[config.mk]
export PLATFORM = sky130hd
export DESIGN_NAME = serial_byte_port
export DESIGN_NICKNAME = d
export VERILOG_FILES = /design/src/rtl/sbp_pkg.sv /design/src/rtl/sbp_rate.sv /design/src/rtl/sbp_engine.sv /design/src/rtl/serial_byte_port.sv
export SDC_FILE = /design/constraint.sdc
export NUM_CORES = 1
export LEC_CHECK = 0
export CAP_MARGIN = 20
export CORE_MARGIN = 8
export CORE_UTILIZATION = 51
export DETAILED_ROUTE_END_ITERATION = 12
export PLACE_DENSITY = 0.77
export SLEW_MARGIN = 20
export SYNTH_ARGS = -nofsm -noshare
export SYNTH_HDL_FRONTEND = slang
export SYNTH_HIERARCHICAL = 1
export SYNTH_SLANG_ARGS = --single-unit
[constraint.sdc]
create_clock -name clk -period 1.9 [get_ports clk]
set_input_delay 0.19 -clock clk [delete_from_list [all_inputs] [get_ports clk]]
set_output_delay 0.19 -clock clk [all_outputs]
set_load 0.05 [all_outputs]
[src/rtl/sbp_pkg.sv]
package sbp_pkg;
   localparam int unsigned BYTE_W  = 8;
   localparam int unsigned NIB_W   = 4;
   localparam int unsigned NPINS   = 4;
   // pin roles in serial mode
   localparam int unsigned PIN_TXD = 0;
   localparam int unsigned PIN_TXC = 1;
   localparam int unsigned PIN_RXD = 2;
   localparam int unsigned PIN_RXC = 3;
   localparam logic [NPINS-1:0] OE_SERIAL = 4'b1011;
   localparam logic [NPINS-1:0] OE_PAR    = 4'b1111;
endpackage

[src/rtl/sbp_rate.sv]
module sbp_rate #(
   parameter int unsigned DIV_FAST = 2,
   parameter int unsigned DIV_SLOW = 256,
   localparam int unsigned CW = $clog2(DIV_SLOW)
) (
   input  logic          rate_sel,
   output logic [CW-1:0] half_m1
);
   localparam int unsigned FAST_M1 = DIV_FAST / 2 - 1;
   localparam int unsigned SLOW_M1 = DIV_SLOW / 2 - 1;

   initial begin
      assert (DIV_FAST >= 2 && DIV_FAST % 2 == 0) else $error("DIV_FAST must be even and >= 2");
      assert (DIV_SLOW >= DIV_FAST && DIV_SLOW % 2 == 0) else $error("DIV_SLOW must be even and >= DIV_FAST");
   end

   assign half_m1 = rate_sel ? CW'(SLOW_M1) : CW'(FAST_M1);
endmodule

[src/rtl/sbp_engine.sv]
module sbp_engine #(
   parameter bit          IS_RX  = 1'b0,
   parameter int unsigned BITS   = 8,
   parameter int unsigned CW     = 8,
   localparam int unsigned EDGES = 2 * BITS,
   localparam int unsigned EW    = $clog2(EDGES) + 1
) (
   input  logic            clk,
   input  logic            rst_n,
   input  logic            start,
   input  logic [BITS-1:0] load_data,
   input  logic            din,
   input  logic            clr_busy,
   input  logic [CW-1:0]   half_m1,
   output logic            sclk,
   output logic            line,
   output logic [BITS-1:0] data,
   output logic            busy,
   output logic            evt
);
   initial assert (BITS >= 2) else $error("BITS must be >= 2");

   logic          act;
   logic [CW-1:0] hc;
   logic [EW-1:0] ec;
   logic          toggle;
   logic          fall_now, rise_now;
   logic [BITS-1:0] sh;

   assign toggle   = act && !start && (hc >= half_m1);
   assign fall_now = toggle && sclk;
   assign rise_now = toggle && !sclk;

   always_ff @(posedge clk or negedge rst_n) begin
      if (!rst_n) begin
         act  <= 1'b0;
         busy <= 1'b0;
         evt  <= 1'b0;
         hc   <= '0;
         ec   <= '0;
         sclk <= 1'b1;
      end else begin
         evt <= 1'b0;
         if (clr_busy) busy <= 1'b0;
         if (start) begin
            act  <= 1'b1;
            busy <= 1'b1;
            hc   <= '0;
            ec   <= '0;
            sclk <= 1'b1;
         end else if (act) begin
            if (toggle) begin
               hc   <= '0;
               sclk <= ~sclk;
               ec   <= ec + 1'b1;
               if (rise_now && ec == EW'(EDGES - 1)) begin
                  act  <= 1'b0;
                  busy <= 1'b0;
                  evt  <= 1'b1;
               end
            end else begin
               hc <= hc + 1'b1;
            end
         end
      end
   end

   generate
      if (IS_RX) begin : g_rx
         // capture on rising edge, LSB first
         always_ff @(posedge clk or negedge rst_n) begin
            if (!rst_n)        sh <= '0;
            else if (start)    sh <= load_data;
            else if (rise_now) sh <= {din, sh[BITS-1:1]};
         end
         assign line = 1'b1;
      end else begin : g_tx
         logic dq;
         always_ff @(posedge clk or negedge rst_n) begin
            if (!rst_n) begin
               sh <= '0;
               dq <= 1'b1;
            end else if (start) begin
               sh <= load_data;
            end else if (fall_now) begin
               dq <= sh[0];
               sh <= {din, sh[BITS-1:1]};
            end
         end
         assign line = dq;

         p_data_steady_on_rise_r4: assert property (@(posedge clk) disable iff (!rst_n)
            $rose(sclk) |-> $stable(line))
            else $error("transmit data moved on a rising clock edge");
      end
   endgenerate

   assign data = sh;

   p_idle_clock_high_r4: assert property (@(posedge clk) disable iff (!rst_n)
      !busy && !act |-> sclk)
      else $error("shift clock low while idle");
   p_evt_single_r5: assert property (@(posedge clk) disable iff (!rst_n)
      evt |=> !evt)
      else $error("completion event longer than one cycle");
   p_evt_not_busy_r7: assert property (@(posedge clk) disable iff (!rst_n)
      evt |-> !busy)
      else $error("busy still set at completion");
endmodule

[src/rtl/serial_byte_port.sv]
module serial_byte_port
   import sbp_pkg::*;
#(
   parameter int unsigned DIV_FAST = 2,
   parameter int unsigned DIV_SLOW = 256,
   localparam int unsigned CW = $clog2(DIV_SLOW)
) (
   input  logic             clk,
   input  logic             rst_n,
   input  logic             ser_mode,
   input  logic             rate_sel,
   input  logic             par_wr,
   input  logic [NIB_W-1:0] par_wdata,
   input  logic             tx_cmd,
   input  logic [NIB_W-1:0] tx_lo,
   input  logic [NIB_W-1:0] tx_hi,
   input  logic             rx_cmd,
   input  logic             stat_clr,
   input  logic             sdin,
   output logic [NIB_W-1:0] rx_lo,
   output logic [NIB_W-1:0] rx_hi,
   output logic [3:0]       stat,
   output logic             tx_evt,
   output logic             rx_evt,
   output logic [NPINS-1:0] pins_o,
   output logic [NPINS-1:0] pins_oe
);
   initial assert (2 * NIB_W == BYTE_W) else $error("byte must be two nibbles");

   logic [CW-1:0]     half_m1;
   logic              tx_sclk, tx_line, tx_busy;
   logic              rx_sclk, rx_line, rx_busy;
   logic [BYTE_W-1:0] tx_data, rx_data;
   logic [BYTE_W-1:0] rx_ret;
   logic [NIB_W-1:0]  par_q;

   sbp_rate #(.DIV_FAST(DIV_FAST), .DIV_SLOW(DIV_SLOW)) u_rate (
      .rate_sel (rate_sel),
      .half_m1  (half_m1)
   );

   sbp_engine #(.IS_RX(1'b0), .BITS(BYTE_W), .CW(CW)) u_tx (
      .clk       (clk),
      .rst_n     (rst_n),
      .start     (tx_cmd),
      .load_data ({tx_hi, tx_lo}),
      .din       (1'b0),
      .clr_busy  (stat_clr),
      .half_m1   (half_m1),
      .sclk      (tx_sclk),
      .line      (tx_line),
      .data      (tx_data),
      .busy      (tx_busy),
      .evt       (tx_evt)
   );

   sbp_engine #(.IS_RX(1'b1), .BITS(BYTE_W), .CW(CW)) u_rx (
      .clk       (clk),
      .rst_n     (rst_n),
      .start     (rx_cmd),
      .load_data ('0),
      .din       (sdin),
      .clr_busy  (stat_clr),
      .half_m1   (half_m1),
      .sclk      (rx_sclk),
      .line      (rx_line),
      .data      (rx_data),
      .busy      (rx_busy),
      .evt       (rx_evt)
   );

   always_ff @(posedge clk or negedge rst_n) begin
      if (!rst_n) begin
         rx_ret <= '0;
         par_q  <= '0;
      end else begin
         if (rx_cmd) rx_ret <= rx_data;
         if (par_wr) par_q  <= par_wdata;
      end
   end

   assign rx_lo = rx_ret[NIB_W-1:0];
   assign rx_hi = rx_ret[BYTE_W-1:NIB_W];
   assign stat  = {tx_busy, 1'b0, rx_busy, 1'b0};

   logic [NPINS-1:0] ser_pins;
   always_comb begin
      ser_pins          = '0;
      ser_pins[PIN_TXD] = tx_line;
      ser_pins[PIN_TXC] = tx_sclk;
      ser_pins[PIN_RXD] = rx_line;
      ser_pins[PIN_RXC] = rx_sclk;
   end

   assign pins_o  = ser_mode ? ser_pins  : par_q;
   assign pins_oe = ser_mode ? OE_SERIAL : OE_PAR;

   p_din_not_driven_r2: assert property (@(posedge clk) disable iff (!rst_n)
      ser_mode |-> !pins_oe[PIN_RXD] && pins_oe[PIN_TXC] && pins_oe[PIN_RXC])
      else $error("serial pin directions wrong");
   p_clear_drops_busy_r8: assert property (@(posedge clk) disable iff (!rst_n)
      stat_clr && !tx_cmd && !rx_cmd |=> stat == 4'b0000)
      else $error("status not cleared");
   p_ret_only_on_cmd_r6: assert property (@(posedge clk) disable iff (!rst_n)
      !rx_cmd |=> $stable({rx_hi, rx_lo}))
      else $error("returned byte changed without a receive command");
endmodule

After elaboration in Yosys (flattened, before gate mapping) --
Cells that the tools add are included.
Word-level totals: logic and storage cells 101, bits in registers 63, output and inout bits 22, input port bits 21
Cells by class: reduce and logical (&&, ||, !) cells 22, order comparisons 2, muxes and demuxes 51, $add $sub $neg 4, equality and inequality tests 2, bitwise gates (word level) 3
Operators by type and width (count):
- $mux 8 | 10
- $mux 1 | 32
- $mux 5 | 6
- $add 8x1->8 const B | 2
- $ge 8x7->1 | 2
- $reduce_bool 2->1 | 6
- $add 5x1->5 const B | 2
- $eq 5x4->1 const B | 2
- $logic_and 1x1->1 | 9
- $mux 7 | 1
- $reduce_and 2->1 | 3
- $logic_not 1->1 | 4
- $mux 4 | 1
- $mux 3 | 1
- $not 1->1 | 3

Logic depth before layout (Yosys ltp) --
depth in word-level cells 9, gate-level depth with buffers 9, gate-level depth less buffers 7

Cells and area by module --
Netlist, hierarchy kept.
By module, submodules not included:
- sbp_engine at u_tx | cells an instance 167, instances 1, area each 1539.0 µm², sequential area each 653.1 µm²
- sbp_engine at u_rx | cells an instance 162, instances 1, area each 1491.4 µm², sequential area each 626.9 µm²
- serial_byte_port | cells an instance 39, instances 1, area each 585.6 µm², sequential area each 300.3 µm²
- sbp_rate | cells an instance 9, instances 1, area each 63.8 µm², sequential area each 0.0 µm²

Worst setup path after synthesis --
No wires, ideal clock.
kind flip-flop to flip-flop, from register u_tx.hc[5], to register u_tx.ec[2], arrival time 1.724 ns, period minus slack after synthesis 1.848 ns, setup slack 0.052 ns, buffers on the path 1, stages on the path, launching flop included 8, required time 1.775 ns, setup time 0.125 ns, path through dfrtp_1 -> ha_1 -> a21oi_1 -> o21ai_2 -> and2_0 -> buf_2 -> o21ai_0 -> mux2_2
On the way: word-level cells in the longest chain between the ends 4
RTL lines:
- start: declaration | line sbp_engine.sv:24 | logic [CW-1:0] hc;
- start signal: assignment | line sbp_engine.sv:62 | hc <= hc + 1'b1;
- $ge 8x7->1 | line sbp_engine.sv:30 | assign toggle = act && !start && (hc >= half_m1);
- $logic_and 1x1->1 | line sbp_engine.sv:30
- $reduce_bool 2->1 (no line)
- $reduce_and 2->1 (no line)
- end signal: assignment | line sbp_engine.sv:55 | ec <= ec + 1'b1;
- end: declaration | line sbp_engine.sv:25 | logic [EW-1:0] ec;
Every way passes these cells. A chain may end at the register's enable or synchronous reset.

Worst setup path in the final report --
from register u_rx.hc[1], to register u_rx.ec[2]
On the way: word-level cells in the longest chain between the ends 4
RTL lines (line):
- start: declaration | sbp_engine.sv:24
- start signal: assignment | sbp_engine.sv:62
- $ge 8x7->1 | sbp_engine.sv:30
- $logic_and 1x1->1 | sbp_engine.sv:30
- $reduce_bool 2->1 (no line)
- $reduce_and 2->1 (no line)
- end signal: assignment | sbp_engine.sv:55
- end: declaration | sbp_engine.sv:25
Every way passes these cells.

==> summary.md <==
- 42.9% — sequential-to-total area share from yosys stat
- sky130_fd_sc_hd__dfrtp_1 — dominant cell type by area after synthesis
- 0 — Post-synth EDFFs
- 2.14 ns — required time worst endpoint
- 500 — final net count
- 3.65 mW — power consumption
- 9.76 µm² — synthesized area per cell
- 29.0% — fraction of final layout cells with drive strength greater than 1
- 0 — Post-route DRC
- 0.376 ns — Hold Worst Slack
- compound AO/OA/AOI/OAI gates — Crit path max-delay family
- 64 — maximum number of pins on one net before global-route repair
- 0 — global-route congestion overflow total
- 4 — Crit Path Max Fanout
- register to register — worst setup path category
- 2 — maximum clock path buffer count
- 100% — fraction of registers with async set/reset
- 51.6% — effective utilization at floorplan
- input pin to asynchronous set/reset pin — HP Class
- 5.50 — Via density
- 4.56% — GR met3 Demand/Resource
- 4 — number of iterations in the first detailed-routing pass
- 2.14 ns — worst path arrival time
- 0.526 GHz — max frequency
- register — critical path capture point type
- 0.42 ns — crit-path max cell delay
- 37 — Port Buf Inserts
- 538 — cell total after placement
- sky130_fd_sc_hd__dfrtp_1 41%, sky130_fd_sc_hd__ha_1 7.5%, sky130_fd_sc_hd__mux2_2 4.6% — dominant cells by area after synthesis
- ha_4 -> nand2b_1 -> a21oi_2 -> buf_4 -> o211ai_2 -> a21boi_1 -> mux2_2 — Critical Path, Cell by Cell
- met2 — most utilized layer in the global route result
- 5.63 mm — estimated wirelength of the detail-placed design
- 15.4 µm — Routed WL per cell
- 3,083 — number of vias after detailed routing
- 1.90 ns — minimum clock period after layout
- 0.00792 ns — clock skew
- 14.1 mm — first-pass GRT wire length
- 2.21 nW — leakage power total
- 7140 µm² — core area
- 63 — total of flip-flops plus latches after synthesis
- 100% — final cycle utilization of the critical path
- 128 — drt initial violations
- 43 — IO Pins
- 10,200 µm² — floorplan die area
- 0 — number of diodes
- sky130_fd_sc_hd__clkbuf_8 — CTS root buffer
- 44 — number of distinct library cells after synthesis
- 0 — initial antenna violation count
- 63 — total clock sinks
- 29.1% — M2 GR Usage
- 101 µm — Die X
- 747 nW/µm² — Cell Pwr Density
- 0 — max-slew violation total from the final report
- 0 — final antenna-violating net count
- 40.8% — area share of the leading cell type in the synthesized netlist
- 3680 µm² — total standard cell area after synthesis
- sky130_fd_sc_hd__dfrtp_1 — Worst path slowest cell
- 1 — sum of buffers and inverters on the critical path
- yes — CTS tree
- 0 — number of max-cap violations
- 20.2% — met1 Resource Use GR
- 561 — Non-Filler Instances
- 65.0% — Slew headroom
- 6 — Syn. warnings
- 0.35 ns — clock insertion delay at the later pin of the skew report
- register — type of origin of the critical path
- 0 — Final setup violation count
- 377 — Synth Instances
- 455 µV — IR Drop Worst-Case VDD
- complete, no violations — run status
- 0.523 ns — slew of the pin with the lowest slew margin
- sky130_fd_sc_hd__dfrtp_1 — Main synth FF type
- 17.4% — GR Util All Layers
- 3,122 — number of global-route vias before repair
- 0 — hold violation count in the final report
- 8.66 mm — Post-Route WL
- 31 — Rows
- 0.803 — Routability Congestion
- 3 — number of H-tree levels
- true — unrepaired setup endpoints after global routing
- 0 ns — total negative setup slack
- 32.8% — P&R area growth vs syn
- 0.08 ns — Reg clk slew, reported paths
- 101 µm — vertical extent of the die
- 9 — total clock buffers created by CTS
-- logic make-up after synthesis --
logic type	Yosys count	share of synthesized area, %
flops	63	42.9
fa+ha+maj	22	7.48
other cells	4	0.408
xor+xnor	10	2.38
buf+inv	57	7.92
mux	23	7.85
simple gates	114	14.9
compound gates	84	16.1
-- worst paths after layout --
check	endpoint	cells after the start	slack (ns)	startpoint
min in group clk	u_tx/data[6]	3	0.41	tx_hi[2]
hold / removal	u_rx/hc[1]	3	0.38	rst_n
setup / recovery	u_rx/ec[2]	7	0.0003	u_rx/hc[1]
max in group asynchronous	u_tx/sclk	3	1.21	rst_n
hold reg to reg	par_q[1]	1	0.51	par_q[1]
setup reg to reg	u_rx/ec[2]	7	0.0003	u_rx/hc[1]
-- synthesized netlist by cell type, types with 3 or more instances --
cell / instances
sky130_fd_sc_hd__nand2_1: 22
sky130_fd_sc_hd__o211ai_2: 4
sky130_fd_sc_hd__dfstp_2: 3
sky130_fd_sc_hd__buf_2: 8
sky130_fd_sc_hd__xor2_1: 6
sky130_fd_sc_hd__o21ai_0: 7
sky130_fd_sc_hd__a21o_1: 5
sky130_fd_sc_hd__nor2b_1: 9
sky130_fd_sc_hd__a21oi_1: 16
sky130_fd_sc_hd__clkbuf_1: 6
sky130_fd_sc_hd__mux2_2: 15
sky130_fd_sc_hd__dfrtp_1: 60
sky130_fd_sc_hd__o211ai_1: 18
sky130_fd_sc_hd__nor2_1: 29
sky130_fd_sc_hd__conb_1: 4
sky130_fd_sc_hd__xnor2_1: 4
sky130_fd_sc_hd__ha_1: 22
sky130_fd_sc_hd__and3_1: 4
sky130_fd_sc_hd__o2111ai_1: 4
sky130_fd_sc_hd__mux2_4: 8
sky130_fd_sc_hd__inv_1: 24
sky130_fd_sc_hd__buf_4: 16
sky130_fd_sc_hd__nand3_1: 25
sky130_fd_sc_hd__a31oi_1: 16
sky130_fd_sc_hd__nand2b_1: 6
sky130_fd_sc_hd__nor3_1: 12
-- worst register-to-register path, cell delays in order, from the launching register on --
cell and delay, ns:
sky130_fd_sc_hd__dfrtp_1 0.42, sky130_fd_sc_hd__ha_4 0.30, sky130_fd_sc_hd__nand2b_1 0.07, sky130_fd_sc_hd__a21oi_2 0.17, sky130_fd_sc_hd__buf_4 0.16, sky130_fd_sc_hd__o211ai_2 0.14, sky130_fd_sc_hd__a21boi_1 0.19, sky130_fd_sc_hd__mux2_2 0.35
-- placed cells by master, fill, tap and decap left out, types with 7 or more instances in the layout --
cell                              count
sky130_fd_sc_hd__dfrtp_1             60
sky130_fd_sc_hd__buf_4               50
sky130_fd_sc_hd__clkdlybuf4s50_1     30
sky130_fd_sc_hd__nor2_1              27
sky130_fd_sc_hd__nand3_1             25
sky130_fd_sc_hd__inv_1               23
sky130_fd_sc_hd__nand2_1             20
sky130_fd_sc_hd__o211ai_1            18
sky130_fd_sc_hd__conb_1              16
sky130_fd_sc_hd__ha_1                16
sky130_fd_sc_hd__mux2_2              14
sky130_fd_sc_hd__a31oi_1             14
sky130_fd_sc_hd__a21oi_1             11
sky130_fd_sc_hd__nor3_1              11
sky130_fd_sc_hd__mux2_4               9
sky130_fd_sc_hd__clkbuf_8             9
sky130_fd_sc_hd__a21oi_2              7
sky130_fd_sc_hd__nor2b_1              7
-- per-layer routing --
layer | share of wire, % | routed length [µm]
met1 | 40 | 3490
met2 | 51 | 4450
met3 | 5.6 | 485
met4 | 2.7 | 234
met5 | 0 | 0
-- sequential cells by signal, summed over array words and instances, names as in the netlist, 4 cells and up --
signal,cells
rx_ret,8
u_tx/ec,5
u_rx/hc,8
u_rx/data,8
par_q,4
u_tx/data,8
u_tx/hc,8
u_rx/ec,5
-- layout make-up --
type,instances,area (µm²)
Clock buffer,9,124
Clock inverter,7,120
Fill cell,537,2250
Inverter,25,93.8
Multi-Input combinational cell,269,2030
Sequential cell,63,1580
Tap cell,99,124
Timing Repair Buffer,89,811
-- where the power goes --
| group | total (mW) | internal (mW) | leakage (nW) | switching [mW] |
|---|---|---|---|---|
| clock network | 1.44 | 0.875 | 0.120 | 0.562 |
| registers | 1.48 | 1.43 | 0.775 | 0.0566 |
| logic | 0.727 | 0.329 | 1.31 | 0.399 |
-- through the flow --
| step | setup slack (ns) | util (%) | instance area [µm²] |
|---|---|---|---|
| after CTS | -0.00808 | 66.2 | 4730 |
| after global placement | -0.451 | 61.4 | 4380 |
| after detailed placement | -0.528 | 61.4 | 4380 |
| final | 0.000314 | 68.5 | 4890 |
| after floorplan | 0.0517 | - | 3720 |
| after global routing | -0.0755 | 68.5 | 4890 |
-- what timing repair did --
item	in CTS	in global routing
pin swaps	6	13
setup buffers	2	3
endpoints found under the hold margin	60	0
endpoints found under the setup margin	42	41
hold buffers	1	0
resized for setup	14	26
gates cloned	1	0
(Power assumes the default switching activity.)
